--- src/rtl/ebus_pkg.sv ---
package ebus_pkg;

  localparam int BUS_W = 32;

  // region word bit positions
  localparam int B_RECOV = 8;
  localparam int B_HOLD  = 9;
  localparam int B_FLOAT = 10;
  localparam int B_PRE   = 11;
  localparam int B_WIDE  = 12;
  localparam int B_INC   = 13;
  localparam int B_DSEL  = 29;
  localparam int B_D32   = 30;
  localparam int B_WAIT  = 31;

  typedef enum logic [2:0] {
    PH_IDLE, PH_PRE, PH_STROBE, PH_HOLD, PH_FLOAT, PH_RECOV, PH_DONE
  } phase_e;

  typedef enum logic [1:0] {
    WID_8, WID_16, WID_32
  } width_e;

  typedef struct packed {
    logic [3:0] pre;
    logic [4:0] strobe;
    logic [3:0] hold;
    logic [3:0] flt;
    logic [3:0] recov;
    logic       wait_en;
    logic       autoinc;
    width_e     wsel;
  } timing_t;

  function automatic logic [4:0] phase_len(phase_e ph, timing_t t);
    logic [4:0] l;
    case (ph)
      PH_PRE:    l = {1'b0, t.pre};
      PH_STROBE: l = t.strobe;
      PH_HOLD:   l = {1'b0, t.hold};
      PH_FLOAT:  l = {1'b0, t.flt};
      PH_RECOV:  l = {1'b0, t.recov};
      default:   l = 5'd1;
    endcase
    return l;
  endfunction

  function automatic logic [1:0] last_index(width_e w);
    logic [1:0] r;
    case (w)
      WID_8:   r = 2'd3;
      WID_16:  r = 2'd1;
      default: r = 2'd0;
    endcase
    return r;
  endfunction

endpackage

--- src/rtl/ebus_rst_sync.sv ---
module ebus_rst_sync #(
  parameter int STAGES = 2
) (
  input  logic clk,
  input  logic rst_n,
  output logic rst_n_sync
);
  logic [STAGES-1:0] sync_q;

  generate
    for (genvar i = 0; i < STAGES; i++) begin : g_stage
      if (i == 0) begin : g_first
        always_ff @(posedge clk or negedge rst_n) begin
          if (!rst_n) sync_q[i] <= 1'b0;
          else        sync_q[i] <= 1'b1;
        end
      end else begin : g_next
        always_ff @(posedge clk or negedge rst_n) begin
          if (!rst_n) sync_q[i] <= 1'b0;
          else        sync_q[i] <= sync_q[i-1];
        end
      end
    end
  endgenerate

  assign rst_n_sync = sync_q[STAGES-1];
endmodule

--- src/rtl/ebus_timing_decode.sv ---
module ebus_timing_decode
  import ebus_pkg::*;
(
  input  logic [31:0] region_cfg_i,
  input  logic [15:0] common_cfg_i,
  input  logic        wr_i,
  input  logic        dma_i,
  output timing_t     tim_o
);
  logic [3:0] dly_sel;
  logic       unused_cfg;

  assign unused_cfg = ^{region_cfg_i[23:14], region_cfg_i[28]};

  always_comb begin
    if (dma_i && region_cfg_i[B_DSEL]) dly_sel = region_cfg_i[27:24];
    else if (wr_i)                     dly_sel = region_cfg_i[3:0];
    else                               dly_sel = region_cfg_i[7:4];

    tim_o.strobe  = {1'b0, dly_sel} + 5'd1;
    tim_o.pre     = region_cfg_i[B_PRE]   ? common_cfg_i[15:12] : 4'd0;
    tim_o.hold    = region_cfg_i[B_HOLD]  ? common_cfg_i[7:4]   : 4'd0;
    tim_o.flt     = region_cfg_i[B_FLOAT] ? common_cfg_i[11:8]  : 4'd0;
    tim_o.recov   = region_cfg_i[B_RECOV] ? common_cfg_i[3:0]   : 4'd0;
    tim_o.wait_en = region_cfg_i[B_WAIT];
    tim_o.autoinc = region_cfg_i[B_INC];
    if (dma_i && region_cfg_i[B_D32]) tim_o.wsel = WID_32;
    else if (region_cfg_i[B_WIDE])    tim_o.wsel = WID_16;
    else                              tim_o.wsel = WID_8;
  end
endmodule

--- src/rtl/ebus_phase_ctrl.sv ---
module ebus_phase_ctrl
  import ebus_pkg::*;
(
  input  logic       clk,
  input  logic       rst_n,
  input  logic       start_i,
  input  timing_t    tim_i,
  input  logic       wr_i,
  input  logic       ready_i,
  output phase_e     phase_o,
  output logic [1:0] idx_o,
  output timing_t    tim_o,
  output logic       wr_o,
  output logic       strobe_end_o,
  output logic       step_o
);
  phase_e     state_q, state_d;
  logic [3:0] cnt_q, cnt_d;
  logic [1:0] idx_q, idx_d;
  timing_t    tim_q;
  logic       wr_q;
  logic       cap_en;
  phase_e     nxt;
  phase_e     first_new, first_cur;

  assign cap_en    = (state_q == PH_IDLE) && start_i;
  assign first_new = (tim_i.pre != 4'd0) ? PH_PRE : PH_STROBE;
  assign first_cur = (tim_q.pre != 4'd0) ? PH_PRE : PH_STROBE;

  // phase after the current one within a transfer; PH_IDLE marks its end
  always_comb begin
    case (state_q)
      PH_PRE:    nxt = PH_STROBE;
      PH_STROBE: nxt = (tim_q.hold  != 4'd0) ? PH_HOLD  :
                       (tim_q.flt   != 4'd0) ? PH_FLOAT :
                       (tim_q.recov != 4'd0) ? PH_RECOV : PH_IDLE;
      PH_HOLD:   nxt = (tim_q.flt   != 4'd0) ? PH_FLOAT :
                       (tim_q.recov != 4'd0) ? PH_RECOV : PH_IDLE;
      PH_FLOAT:  nxt = (tim_q.recov != 4'd0) ? PH_RECOV : PH_IDLE;
      default:   nxt = PH_IDLE;
    endcase
  end

  always_comb begin
    state_d      = state_q;
    cnt_d        = cnt_q;
    idx_d        = idx_q;
    strobe_end_o = 1'b0;
    step_o       = 1'b0;
    case (state_q)
      PH_IDLE: begin
        if (start_i) begin
          idx_d   = 2'd0;
          state_d = first_new;
          cnt_d   = 4'(phase_len(first_new, tim_i) - 5'd1);
        end
      end
      PH_DONE: state_d = PH_IDLE;
      default: begin
        if (cnt_q != 4'd0) begin
          cnt_d = cnt_q - 4'd1;
        end else if (!(state_q == PH_STROBE && tim_q.wait_en && !ready_i)) begin
          strobe_end_o = (state_q == PH_STROBE);
          if (nxt != PH_IDLE) begin
            state_d = nxt;
            cnt_d   = 4'(phase_len(nxt, tim_q) - 5'd1);
          end else if (idx_q == last_index(tim_q.wsel)) begin
            state_d = PH_DONE;
          end else begin
            step_o  = 1'b1;
            idx_d   = idx_q + 2'd1;
            state_d = first_cur;
            cnt_d   = 4'(phase_len(first_cur, tim_q) - 5'd1);
          end
        end
      end
    endcase
  end

  always_ff @(posedge clk or negedge rst_n) begin
    if (!rst_n) begin
      state_q <= PH_IDLE;
      cnt_q   <= 4'd0;
      idx_q   <= 2'd0;
    end else begin
      state_q <= state_d;
      cnt_q   <= cnt_d;
      idx_q   <= idx_d;
    end
  end

  always_ff @(posedge clk or negedge rst_n) begin
    if (!rst_n) begin
      tim_q <= '0;
      wr_q  <= 1'b0;
    end else if (cap_en) begin
      tim_q <= tim_i;
      wr_q  <= wr_i;
    end
  end

  assign phase_o = state_q;
  assign idx_o   = idx_q;
  assign tim_o   = tim_q;
  assign wr_o    = wr_q;
endmodule

--- src/rtl/ebus_lane_unit.sv ---
module ebus_lane_unit
  import ebus_pkg::*;
#(
  parameter int ADDR_W = 24
) (
  input  logic              clk,
  input  logic              rst_n,
  input  logic              start_i,
  input  logic [ADDR_W-1:0] addr_i,
  input  logic [BUS_W-1:0]  wdata_i,
  input  width_e            wsel_i,
  input  logic              autoinc_i,
  input  logic              wr_i,
  input  logic [1:0]        idx_i,
  input  logic              strobe_end_i,
  input  logic              step_i,
  input  logic [BUS_W-1:0]  bus_data_i,
  output logic [ADDR_W-1:0] addr_o,
  output logic [BUS_W-1:0]  wdata_o,
  output logic [BUS_W-1:0]  rdata_o
);
  logic [ADDR_W-1:0] addr_q, addr_d;
  logic [BUS_W-1:0]  wdata_q, wdata_d;
  logic [BUS_W-1:0]  rdata_q, rdata_d;
  logic [ADDR_W-1:0] stride;

  always_comb begin
    case (wsel_i)
      WID_8:   stride = ADDR_W'(1);
      WID_16:  stride = ADDR_W'(2);
      default: stride = ADDR_W'(4);
    endcase
  end

  always_comb begin
    addr_d  = addr_q;
    wdata_d = wdata_q;
    rdata_d = rdata_q;
    if (start_i) begin
      addr_d  = addr_i;
      wdata_d = wdata_i;
      rdata_d = '0;
    end else begin
      if (strobe_end_i && !wr_i) begin
        case (wsel_i)
          WID_8:   rdata_d[8*idx_i +: 8]     = bus_data_i[7:0];
          WID_16:  rdata_d[16*idx_i[0] +: 16] = bus_data_i[15:0];
          default: rdata_d                   = bus_data_i;
        endcase
      end
      if (step_i) begin
        if (autoinc_i) addr_d = addr_q + stride;
        wdata_d = (wsel_i == WID_16) ? (wdata_q >> 16) : (wdata_q >> 8);
      end
    end
  end

  always_ff @(posedge clk or negedge rst_n) begin
    if (!rst_n) begin
      addr_q  <= '0;
      wdata_q <= '0;
      rdata_q <= '0;
    end else begin
      addr_q  <= addr_d;
      wdata_q <= wdata_d;
      rdata_q <= rdata_d;
    end
  end

  assign addr_o  = addr_q;
  assign wdata_o = wdata_q;
  assign rdata_o = rdata_q;
endmodule

--- src/rtl/ebus_access_seq.sv ---
module ebus_access_seq
  import ebus_pkg::*;
#(
  parameter int ADDR_W      = 24,
  parameter int SYNC_STAGES = 2
) (
  input  logic              clk,
  input  logic              rst_n,
  input  logic              req_i,
  input  logic              wr_i,
  input  logic              dma_i,
  input  logic [ADDR_W-1:0] addr_i,
  input  logic [31:0]       wdata_i,
  input  logic [31:0]       region_cfg_i,
  input  logic [15:0]       common_cfg_i,
  input  logic              ready_i,
  input  logic [31:0]       bus_data_i,
  output logic              bus_rd_n_o,
  output logic              bus_wr_n_o,
  output logic [ADDR_W-1:0] bus_addr_o,
  output logic [31:0]       bus_data_o,
  output logic              bus_data_oe_o,
  output logic [31:0]       rdata_o,
  output logic              busy_o,
  output logic              done_o
);
  logic       rst_n_int;
  timing_t    tim_new, tim_cur;
  phase_e     phase;
  logic [1:0] idx;
  logic       wr_cur, strobe_end, step, start;
  logic       in_xfer;

  ebus_rst_sync #(.STAGES(SYNC_STAGES)) u_rst (
    .clk(clk), .rst_n(rst_n), .rst_n_sync(rst_n_int)
  );

  ebus_timing_decode u_dec (
    .region_cfg_i(region_cfg_i), .common_cfg_i(common_cfg_i),
    .wr_i(wr_i), .dma_i(dma_i), .tim_o(tim_new)
  );

  assign start = req_i && (phase == PH_IDLE);

  ebus_phase_ctrl u_ctrl (
    .clk(clk), .rst_n(rst_n_int), .start_i(req_i), .tim_i(tim_new),
    .wr_i(wr_i), .ready_i(ready_i), .phase_o(phase), .idx_o(idx),
    .tim_o(tim_cur), .wr_o(wr_cur), .strobe_end_o(strobe_end), .step_o(step)
  );

  ebus_lane_unit #(.ADDR_W(ADDR_W)) u_lane (
    .clk(clk), .rst_n(rst_n_int), .start_i(start), .addr_i(addr_i),
    .wdata_i(wdata_i), .wsel_i(tim_cur.wsel), .autoinc_i(tim_cur.autoinc),
    .wr_i(wr_cur), .idx_i(idx), .strobe_end_i(strobe_end), .step_i(step),
    .bus_data_i(bus_data_i), .addr_o(bus_addr_o), .wdata_o(bus_data_o),
    .rdata_o(rdata_o)
  );

  assign in_xfer       = (phase != PH_IDLE) && (phase != PH_DONE);
  assign bus_rd_n_o    = !((phase == PH_STROBE) && !wr_cur);
  assign bus_wr_n_o    = !((phase == PH_STROBE) && wr_cur);
  assign bus_data_oe_o = in_xfer && wr_cur;
  assign busy_o        = (phase != PH_IDLE);
  assign done_o        = (phase == PH_DONE);
endmodule

--- config.mk ---
export PLATFORM = sky130hd
export DESIGN_NAME = ebus_access_seq
export DESIGN_NICKNAME = d
export VERILOG_FILES = /design/src/rtl/ebus_pkg.sv /design/src/rtl/ebus_rst_sync.sv /design/src/rtl/ebus_timing_decode.sv /design/src/rtl/ebus_phase_ctrl.sv /design/src/rtl/ebus_lane_unit.sv /design/src/rtl/ebus_access_seq.sv
export SDC_FILE = /design/constraint.sdc
export NUM_CORES = 1
export LEC_CHECK = 0
export BUFFER_PORTS_ARGS = -buffer_cell sky130_fd_sc_hd__buf_2
export CORE_ASPECT_RATIO = 0.9
export CORE_MARGIN = 10
export CORE_UTILIZATION = 53
export DETAILED_ROUTE_END_ITERATION = 8
export GPL_ROUTABILITY_DRIVEN = 0
export PLACE_DENSITY = 0.81
export RECOVER_POWER = 100
export SLEW_MARGIN = 20
export SYNTH_ARGS = -nofsm -noshare
export SYNTH_HDL_FRONTEND = slang
export SYNTH_HIERARCHICAL = 1
export SYNTH_SLANG_ARGS = --single-unit
--- constraint.sdc ---
create_clock -name clk -period 4.65 [get_ports clk]
set_input_delay 0 -clock clk [delete_from_list [all_inputs] [get_ports clk]]
set_output_delay 0 -clock clk [all_outputs]
set_load 0.02 [all_outputs]
== Word level (Yosys, flattened, before mapping) ==
Index checks and enable logic that the tools add are counted.

* Register bits after elaboration: 124
* Output and inout port bits: 93
* Word-level logic and storage cells: 166

* Add/sub/neg operators: 9
* Equality and inequality tests: 32
* Shift-type cells: 4
* Multiplexer cells: 71
* Bitwise gates (word level): 1
* Reduce and logical (&&, ||, !) cells: 32

{| class="wikitable"
|+ Operators by type and width
! cell !! count
|-
| $mux 32 || 4
|-
| $mux 24 || 4
|-
| $mux 4 || 22
|-
| $neg 5->34 || 2
|-
| $bwmux 32 || 2
|-
| $pmux 32 s2 || 1
|-
| $pmux 4 s5 || 3
|-
| $shift 16x34->32 const A || 1
|-
| $shift 8x34->32 const A || 1
|-
| $shiftx 16x34->32 || 1
|-
| $shiftx 8x34->32 || 1
|-
| $add 24x3->24 || 1
|-
| $eq 3x2->1 const B || 8
|-
| $eq 3x3->1 const B || 8
|-
| $mux 2 || 12
|-
| $mux 3 || 8
|-
| $reduce_bool 4->1 || 6
|-
| $sub 4x1->4 const B || 4
|-
| $eq 3x1->1 const B || 4
|-
| $pmux 3 s2 || 2
|-
| $pmux 3 s4 || 1
|-
| $logic_and 1x1->1 || 10
|-
| $ne 2x2->1 const B || 5
|-
| $mux 1 || 9
|-
| 20 further kinds || 29
|}

== Logic depth before layout (Yosys ltp) ==
Gate-level depths: netlist of run 1.

* Depth after elaboration: 22
* Mapped depth: 13
* Gate-level depth less buffers: 11

== By module ==
Netlist of run 1, hierarchy kept.

{| class="wikitable"
|+ By module, submodules not included
! module !! times used !! cells each !! area each (um^2) !! seq. area each (um^2)
|-
| ebus_lane_unit || 1 || 680 || 5,612.9 || 2,202.1
|-
| ebus_phase_ctrl || 1 || 221 || 2,200.9 || 875.8
|-
| ebus_timing_decode || 1 || 38 || 305.3 || 0.0
|-
| ebus_access_seq || 1 || 8 || 57.6 || 0.0
|-
| ebus_rst_sync || 1 || 3 || 53.8 || 50.0
|}

== Worst setup path before layout of run 1 ==
No wires, ideal clock.

* Path type: register to register
* Start: register u_ctrl.cnt_q[1]
* End: register u_lane.addr_q[22] (netlist: u_lane/addr_o[22])
* Library setup time: 82 ps
* Arrival time: 3,140 ps
* Slack: 1,428 ps
* Cell stages (with the launch flop): 13
* Path buffers: 4
* Path through: dfrtp_1 -> or4_1 -> buf_2 -> nor2_2 -> and3_1 -> o31a_1 -> clkbuf_1 -> nand4_1 -> or4_1 -> buf_2 -> buf_6 -> or4_1 -> a31oi_1

* Longest elaborated chain between the ends: 5

{| class="wikitable"
|+ Ends and longest elaborated chain
! item !! line !! RTL
|-
| from (decl) || ebus_phase_ctrl.sv:18 || <nowiki>logic [3:0] cnt_q, cnt_d;</nowiki>
|-
| from (signal assigned) || ebus_phase_ctrl.sv:87 || <nowiki>cnt_q <= cnt_d;</nowiki>
|-
| $reduce_bool 4->1 || ebus_phase_ctrl.sv:60 || <nowiki>if (cnt_q != 4'd0) begin</nowiki>
|-
| $mux 1 || ebus_phase_ctrl.sv:60 ||
|-
| $mux 1 || ebus_phase_ctrl.sv:50 || <nowiki>case (state_q)</nowiki>
|-
| net step || ebus_access_seq.sv:31 || <nowiki>logic wr_cur, strobe_end, step, start;</nowiki>
|-
| $reduce_bool 2->1 (no line) || -- ||
|-
| $reduce_and 2->1 (no line) || -- ||
|-
| to (signal assigned) || ebus_lane_unit.sv:64 || <nowiki>addr_q <= addr_d;</nowiki>
|-
| to (decl) || ebus_lane_unit.sv:22 || <nowiki>logic [ADDR_W-1:0] addr_q, addr_d;</nowiki>
|}

The timed path passes the listed nets, and every way through them passes these cells.
A chain may end at the register's enable or synchronous reset.

== Worst setup path after layout of run 1 ==
* Start: register u_ctrl.state_q[0] (netlist: u_ctrl/phase_o[0])
* End: register u_lane.rdata_q[23] (netlist: u_lane/rdata_o[23])

* Longest elaborated chain between the ends: 8
* Elaborated cells between the ends (all ways): 13
* Classes of those cells: 2 x eq/ne; 4 x mux; 7 x reduce/logical

{| class="wikitable"
|+ Ends and longest elaborated chain
! item !! line !! RTL
|-
| from (decl) || ebus_phase_ctrl.sv:17 || <nowiki>phase_e state_q, state_d;</nowiki>
|-
| from (signal assigned) || ebus_phase_ctrl.sv:86 || <nowiki>state_q <= state_d;</nowiki>
|-
| $eq 3x2->1 || ebus_phase_ctrl.sv:62, ebus_phase_ctrl.sv:63 ||
|-
| $logic_and 1x1->1 (2 in series) || ebus_phase_ctrl.sv:62 || <nowiki>end else if (!(state_q == PH_STROBE && tim_q.wait_en && !ready_i)) begin</nowiki>
|-
| $mux 1 || ebus_phase_ctrl.sv:62 ||
|-
| $mux 1 || ebus_phase_ctrl.sv:60 ||
|-
| $mux 1 * || ebus_phase_ctrl.sv:50 ||
|-
| net strobe_end || ebus_access_seq.sv:31 ||
|-
| $logic_and 1x1->1 * || ebus_lane_unit.sv:44 || <nowiki>if (strobe_end_i && !wr_i) begin</nowiki>
|-
| $reduce_bool 2->1 (no line) * || -- ||
|-
| to (signal assigned) || ebus_lane_unit.sv:66 || <nowiki>rdata_q <= rdata_d;</nowiki>
|-
| to (decl) || ebus_lane_unit.sv:24 || <nowiki>logic [BUS_W-1:0] rdata_q, rdata_d;</nowiki>
|}

Mark *: on every way through the listed nets, which the timed path passes. The rest lies on a longest branch.

==> run_results.csv, run 1 <==
group,metric,value,unit
run_status,violations,"capacitance limit, slew limit",
sta,setup_tns,0,ns
drt,drc,0,
setup_path,path_cells,"clkbuf_1, nor4b_1, nand2b_1, nor3_1, nor2b_1, clkbuf_1, o21ai_1, a31o_2, a21oi_1",
min_path,worstHoldPathType,"in2reg",
synth,avgSynthCellArea,8.64,um2
clock_network,clk_pin_slew,0.06,ns
sta,fmax,259,MHz
drt,drtIter0Drc,977,
setup_path,cp-end-kind,"flip-flop",
clock_network,cts.sinks,124,
synth,synthesis.area,0.00819,mm2
setup_path,r2r_slack,0.79,ns
global_routing,grt_max_degree,102,
run_status,status,"finished with violations",
die,die_h,138,um
min_path,hp-start,"region_cfg_i[10]",
global_routing,grt_overflow,0,
sta,slew_violations,59,
setup_path,slowest_stage,"clkbuf_1",
clock_network,numCtsBuffers,17,
setup_path,r2r_cells,9,
clock_network,cts_hold_buf,107,
finish,syn_to_final_growth,33.2,%
die,die-area,0.0208,mm2
setup_path,critPathKind,"reg2reg",
clock_network,cts-root-buf,"clkbuf_16",
synth,synth-warning-count,6,
sta,hold_violations,0,
clock_network,h-tree-depth,4,
flow_run,cap_violations,1,
sta,rsz0062_at_grt,"no",
setup_path,cp_data_arrival_time,4.19,ns
setup_path,worstReg2RegStart,"u_ctrl/phase_o[0]$_DFFE_PN0P_",
setup_path,max_stage_delay,0.74,ns
sta,post-route-period-util,83.1,%
die,ios,235,
global_routing,grt_pass1_vias,8474,
die,initial_utilization,53.6,%
global_routing,antenna_found_initial,2,
setup_path,critPathMaxFanout,25,
sta,setup_viol,0,
synth,syn-num-nets,1099,
finish,fin_nets,1392,
drt,avgViaCountPerCell,6.10,
clock_network,postCtsSetupBuffers,0,
finish,fin_area,0.0109,mm2
clock_network,clock_path_buffers,2,
place,io_buffer_count,223,
power_and_ir_drop,irDropWorstVdd,0.419,mV
setup_path,cp_data_required_time,4.98,ns
clock_network,clkLatencyLatePin,0.43,ns
drt,dr_total_vias,8905,
setup_path,cp_top_family,"buffers and inverters",
min_path,min_to,"u_ctrl/tim_o[11]$_DFFE_PN0P_",
power_and_ir_drop,power_density,694,mW/mm2
clock_network,cts_resized,0,
synth,syn-instance-count,947,
sta,relSlewSlack,-113,%
power_and_ir_drop,leakage,4.62,nW
die,core,0.0153,mm2
clock_network,cts_tree,"built",
global_routing,gr-usage-all-layers,26.7,%
finish,final_util,71.4,%
drt,wirelength,29.1,mm
place,placed_area,0.00938,mm2
place,dp.cells,1316,
place,place_hpwl,17.8,mm
setup_path,cp.buffers_inverters,2,
die,fp.dieW,151,um
sta,tightest_slew,3.19,ns
die,rows,43,
sta,clock_skew,0.0127,ns
finish,final_cell_count_no_fill,1459,
drt,detail-route-antenna-nets,0,
finish,final_layout_size_suffix_gt1_share,19.7,%
setup_path,rr_endpoint,"u_lane/rdata_o[23]$_DFFE_PN0P_",
min_path,hold_path_depth,4,
drt,detail_route.wl_per_cell,20.0,um
global_routing,grt_pass1_wl,44.8,mm
drt,drt-pass1-iter-count,5,
setup_path,critPathMostFrequentCell,"clkbuf_1",
setup_path,crit_path_start_kind,"flip-flop",
sta,fin_crit,3.86,ns
[through the flow]
| stage | setup WS (ns) | hold slack [ns] | total power [mW] |
|---|---|---|---|
| 2_1_floorplan | 0.940 | -0.296 | 4.92 |
| 5_1_grt | 0.502 | 0.0227 | 8.02 |
| 4_1_cts | 0.951 | 0.00113 | 7.54 |
| 3_3_place_gp | 1.12 | -0.212 | 5.92 |
| 6_report | 0.787 | 0.00413 | 7.57 |
| 3_5_place_dp | 1.06 | -0.210 | 6.02 |
[cells in the final DEF (no fill, tap or decap), drive strengths merged, types with 30 or more instances in the layout]
cell and instances:
dfrtp 124, nand2 129, buf 140, a21oi 45, nor2 61, nand2b 30
a31oi 44, clkbuf 116, dlygate4sd3 107, mux2 40, o21ai 76
[per-layer routing]
metal  share of wire [%]  wire length (um)  track usage, %
met3                  10              2910            6.53
met1                  38             11200            32.6
met5                   0                 0               0
met4                 2.8               808            10.7
met2                  49             14200            44.7
[worst max-delay path by stage]
| stage | from | endpoint | slack [ns] | cells after the start |
|---|---|---|---|---|
| 6_report | u_ctrl/phase_o[0]$_DFFE_PN0P_ | u_lane/rdata_o[23]$_DFFE_PN0P_ | 0.79 | 9 |
| 5_1_grt | u_ctrl/phase_o[0]$_DFFE_PN0P_ | u_lane/rdata_o[17]$_DFFE_PN0P_ | 0.50 | 9 |
| 4_1_cts | u_ctrl/phase_o[1]$_DFFE_PN0P_ | u_lane/addr_o[21]$_DFFE_PN0P_ | 0.95 | 9 |
| 3_5_place_dp | u_ctrl/phase_o[1]$_DFFE_PN0P_ | u_lane/addr_o[21]$_DFFE_PN0P_ | 1.06 | 9 |
| 3_3_place_gp | u_ctrl/phase_o[1]$_DFFE_PN0P_ | u_lane/addr_o[21]$_DFFE_PN0P_ | 1.12 | 9 |
| 2_1_floorplan | u_rst/rst_n_sync$_DFF_PN0_ | u_ctrl/cnt_q[0]$_DFFE_PN0P_ | 0.94 | 0 |
[tightest hold or removal path, stage by stage]
cell     delay, ns
buf_2         0.10
and2_1        0.14
nand2_1       0.07
o21ai_0       0.08
[area by class of cell]
cell class	count	area (um2)
Timing Repair Buffer	345	2160
Clock inverter	14	168
Clock buffer	18	439
Fill cell	1219	4380
Inverter	22	82.6
Multi-Input combinational cell	730	4680
Tap cell	202	253
Antenna cell	4	10.0
Sequential cell	124	3110
[report_power, final]
part / leakage [nW] / internal [mW] / switching, mW
registers: 1.53 / 1.59 / 0.627
logic: 2.79 / 1.51 / 2.44
clock network: 0.293 / 0.858 / 0.532
total: 4.62 / 3.96 / 3.60
[flip-flops by register name, summed over array words and instances (netlist names)]
register / cells
u_ctrl/cnt_q: 4
u_ctrl/idx_o: 2
u_ctrl/phase_o: 3
u_ctrl/tim_o: 24
u_ctrl/wr_o: 1
u_lane/addr_o: 24
u_lane/rdata_o: 32
u_lane/wdata_o: 32
u_rst/rst_n_sync: 1
u_rst/sync_q: 1
Power figures use the tool's default switching activity.
==> inputs of run 2 (changes only) <==
--- a/config.mk
+++ b/config.mk
@@ -8,10 +8,10 @@
 export BUFFER_PORTS_ARGS = -buffer_cell sky130_fd_sc_hd__buf_2
 export CORE_ASPECT_RATIO = 0.9
 export CORE_MARGIN = 10
-export CORE_UTILIZATION = 53
+export CORE_UTILIZATION = 48
 export DETAILED_ROUTE_END_ITERATION = 8
 export GPL_ROUTABILITY_DRIVEN = 0
-export PLACE_DENSITY = 0.81
+export PLACE_DENSITY = 0.78
 export RECOVER_POWER = 100
 export SLEW_MARGIN = 20
 export SYNTH_ARGS = -nofsm -noshare
==> constraint.sdc (replaced) <==
create_clock -name clk -period 3.1 [get_ports clk]
set_input_delay 0 -clock clk [delete_from_list [all_inputs] [get_ports clk]]
set_output_delay 0 -clock clk [all_outputs]
set_load 0.02 [all_outputs]
==> run 2 against run 1 <==
Effect of this change: the flow still finishes with violations (capacitance limit, slew limit); via count grew 0.48%; worst setup slack lost 0.77 ns; power grew 54%; largest power group unchanged.
==> run_results.csv, run 2 (synthesized netlist as in run 1, its figures left out) <==
group,metric,value,unit
sta,fmax,324,MHz
power_and_ir_drop,irDropWorstVdd,0.526,mV
drt,drtIter0Drc,964,
power_and_ir_drop,combPwrFrac,54.6,%
global_routing,antenna_found_initial,1,
drt,dr_total_vias,8948,
finish,fin_area,0.0113,mm2
sta,setup_slack,0.0165,ns
power_and_ir_drop,power_density,1030,mW/mm2
clock_network,h-tree-depth,4,
flow_run,cap_violations,1,
min_path,worstHoldPathType,"in2reg",
place,place_hpwl,18.8,mm
die,rows,45,
setup_path,cp_data_required_time,3.44,ns
finish,layout_common_cells,"buf_2, nand2_1, dfrtp_1, dlygate4sd3_1, clkbuf_1",
drt,detail-route-antenna-nets,0,
die,core,0.0168,mm2
drt,wirelength,29.0,mm
power_and_ir_drop,switching_share,46.6,%
power_and_ir_drop,leakage,4.86,nW
sta,rsz0062_at_grt,"yes",
sta,post-route-period-util,99.5,%
drt,wl_met1,11.5,mm
global_routing,grt_pass1_wl,45.5,mm
place,dp.cells,1350,
drt,wl_met3,3.00,mm
drt,highest_layer,"met4",
sta,hold_violations,0,
die,die_h,144,um
setup_path,r2r_cells,10,
die,fp.dieW,158,um
clock_network,numCtsBuffers,17,
sta,clock_skew,0.00901,ns
global_routing,grt_max_degree,95,
finish,final_cell_count_no_fill,1506,
min_path,hold_path_depth,3,
global_routing,grt_pass1_vias,8721,
power_and_ir_drop,p_switching,5.42,mW
drt,detail_route.wl_per_cell,19.3,um
die,ios,235,
setup_path,critPathKind,"reg2reg",
sta,fin_crit,3.08,ns
place,io_buffer_count,223,
sta,tightest_slew,1.90,ns
global_routing,gr-usage-all-layers,24.8,%
die,die-area,0.0227,mm2
sta,slew_violations,48,
finish,final_common_cell,"buf_2",
global_routing,grt_overflow,0,
run_status,violations,"capacitance limit, slew limit",
power_and_ir_drop,p_int,6.21,mW
clock_network,cts-root-buf,"clkbuf_16",
clock_network,cts.sinks,124,
setup_path,critPathMaxFanout,4,
clock_network,clk_pin_slew,0.06,ns
setup_path,cp-end-kind,"flip-flop",
drt,drc,0,
die,initial_utilization,48.6,%
drt,drt-pass1-iter-count,5,
clock_network,cts_tree,"built",
power_and_ir_drop,share_seq_of_total_power,28.0,%
clock_network,clock_path_buffers,2,
setup_path,crit_path_start_kind,"flip-flop",
finish,fin_nets,1433,
power_and_ir_drop,clockPowerShare,17.4,%
place,pre_cts_ws,-0.0626,ns
sta,setup_viol,0,
sta,hold_slack,0.0299,ns
sta,relSlewSlack,-26.6,%
setup_path,cp_data_arrival_time,3.42,ns
finish,syn_to_final_growth,38.3,%
run_status,status,"finished with violations",
clock_network,clkLatencyLatePin,0.42,ns
drt,wl_met2,13.8,mm
finish,final_layout_size_suffix_gt1_share,23.0,%
power_and_ir_drop,finalPower,11.6,mW
drt,avgViaCountPerCell,5.94,
place,placed_area,0.00963,mm2
run 2: cell count changes in the layout (fill, tap and decap cells not counted), sizes merged:
cell	change
clkbuf	-1
buf	+42
clkinv	-1
dlygate4sd3	+4
inv	-3
diode	-3
clkinvlp	+1
bufinv	-1
run 2: routing by layer:
layer	track usage (%)	up-vias
met5	0	-
met4	7.47	0
met3	7.62	66
met2	40.3	499
met1	30.9	4231
li1	-	4152
run 2: final cells by class:
| type | instances | area [um2] |
|---|---|---|
| fill | 1368 | 5510 |
| multi-input combinational | 730 | 4750 |
| sequential | 124 | 3100 |
| timing repair buffer | 386 | 2530 |
| clock buffer | 22 | 484 |
| tap | 211 | 264 |
| clock inverter | 10 | 114 |
| inverter | 22 | 82.6 |
| antenna | 1 | 2.50 |
run 2: metrics by stage:
stage	TNS [ns]	util, %
5_1_grt	-4.96	67.3
2_1_floorplan	0	-
3_3_place_gp	0	57.2
6_report	0	67.3
3_5_place_dp	-0.177	57.2
4_1_cts	0	67.4
run 2: path summary, 6_finish.rpt:
path | endpoint | slack, ns | startpoint
setup / recovery | u_lane/addr_o[17]$_DFFE_PN0P_ | 0.02 | u_ctrl/tim_o[4]$_DFFE_PN0P_
hold / removal | u_lane/rdata_o[9]$_DFFE_PN0P_ | 0.03 | bus_data_i[9]
setup reg to reg | u_lane/addr_o[17]$_DFFE_PN0P_ | 0.02 | u_ctrl/tim_o[4]$_DFFE_PN0P_
hold reg to reg | u_rst/rst_n_sync$_DFF_PN0_ | 0.35 | u_rst/sync_q[0]$_DFF_PN0_
max in group asynchronous | u_lane/addr_o[14]$_DFFE_PN0P_ | 0.42 | u_rst/rst_n_sync$_DFF_PN0_
min in group asynchronous | u_rst/sync_q[0]$_DFF_PN0_ | 0.47 | rst_n
run 2: timing repair:
action                                 4_1_cts  5_1_grt
endpoints found under the hold margin       95        0
hold buffers                               111        0
gates resized for setup                      2       11
setup endpoints to repair                    7       20
pin swaps                                    0        9
setup buffers                                0       12
run 2: power by group through the flow:
stage / Sequential [mW] / Combinational, mW / Clock [mW]
6_report: 3.26 / 6.34 / 2.02
5_1_grt: 3.40 / 6.91 / 2.12
3_5_place_dp: 3.24 / 6.11 / 0
4_1_cts: 3.22 / 6.36 / 2.05
3_3_place_gp: 3.20 / 5.99 / 0
2_1_floorplan: 3.77 / 3.61 / 0
run 2: worst max-delay path: stages (launching register included):
cell and delay, ns:
dfrtp_1 0.42, nor4_4 0.42, o211ai_2 0.17, a21oi_2 0.23, and3_4 0.23, o31a_4 0.17
nand4_1 0.10, or4_4 0.51, buf_6 0.14, or4_1 0.48, a31oi_1 0.14
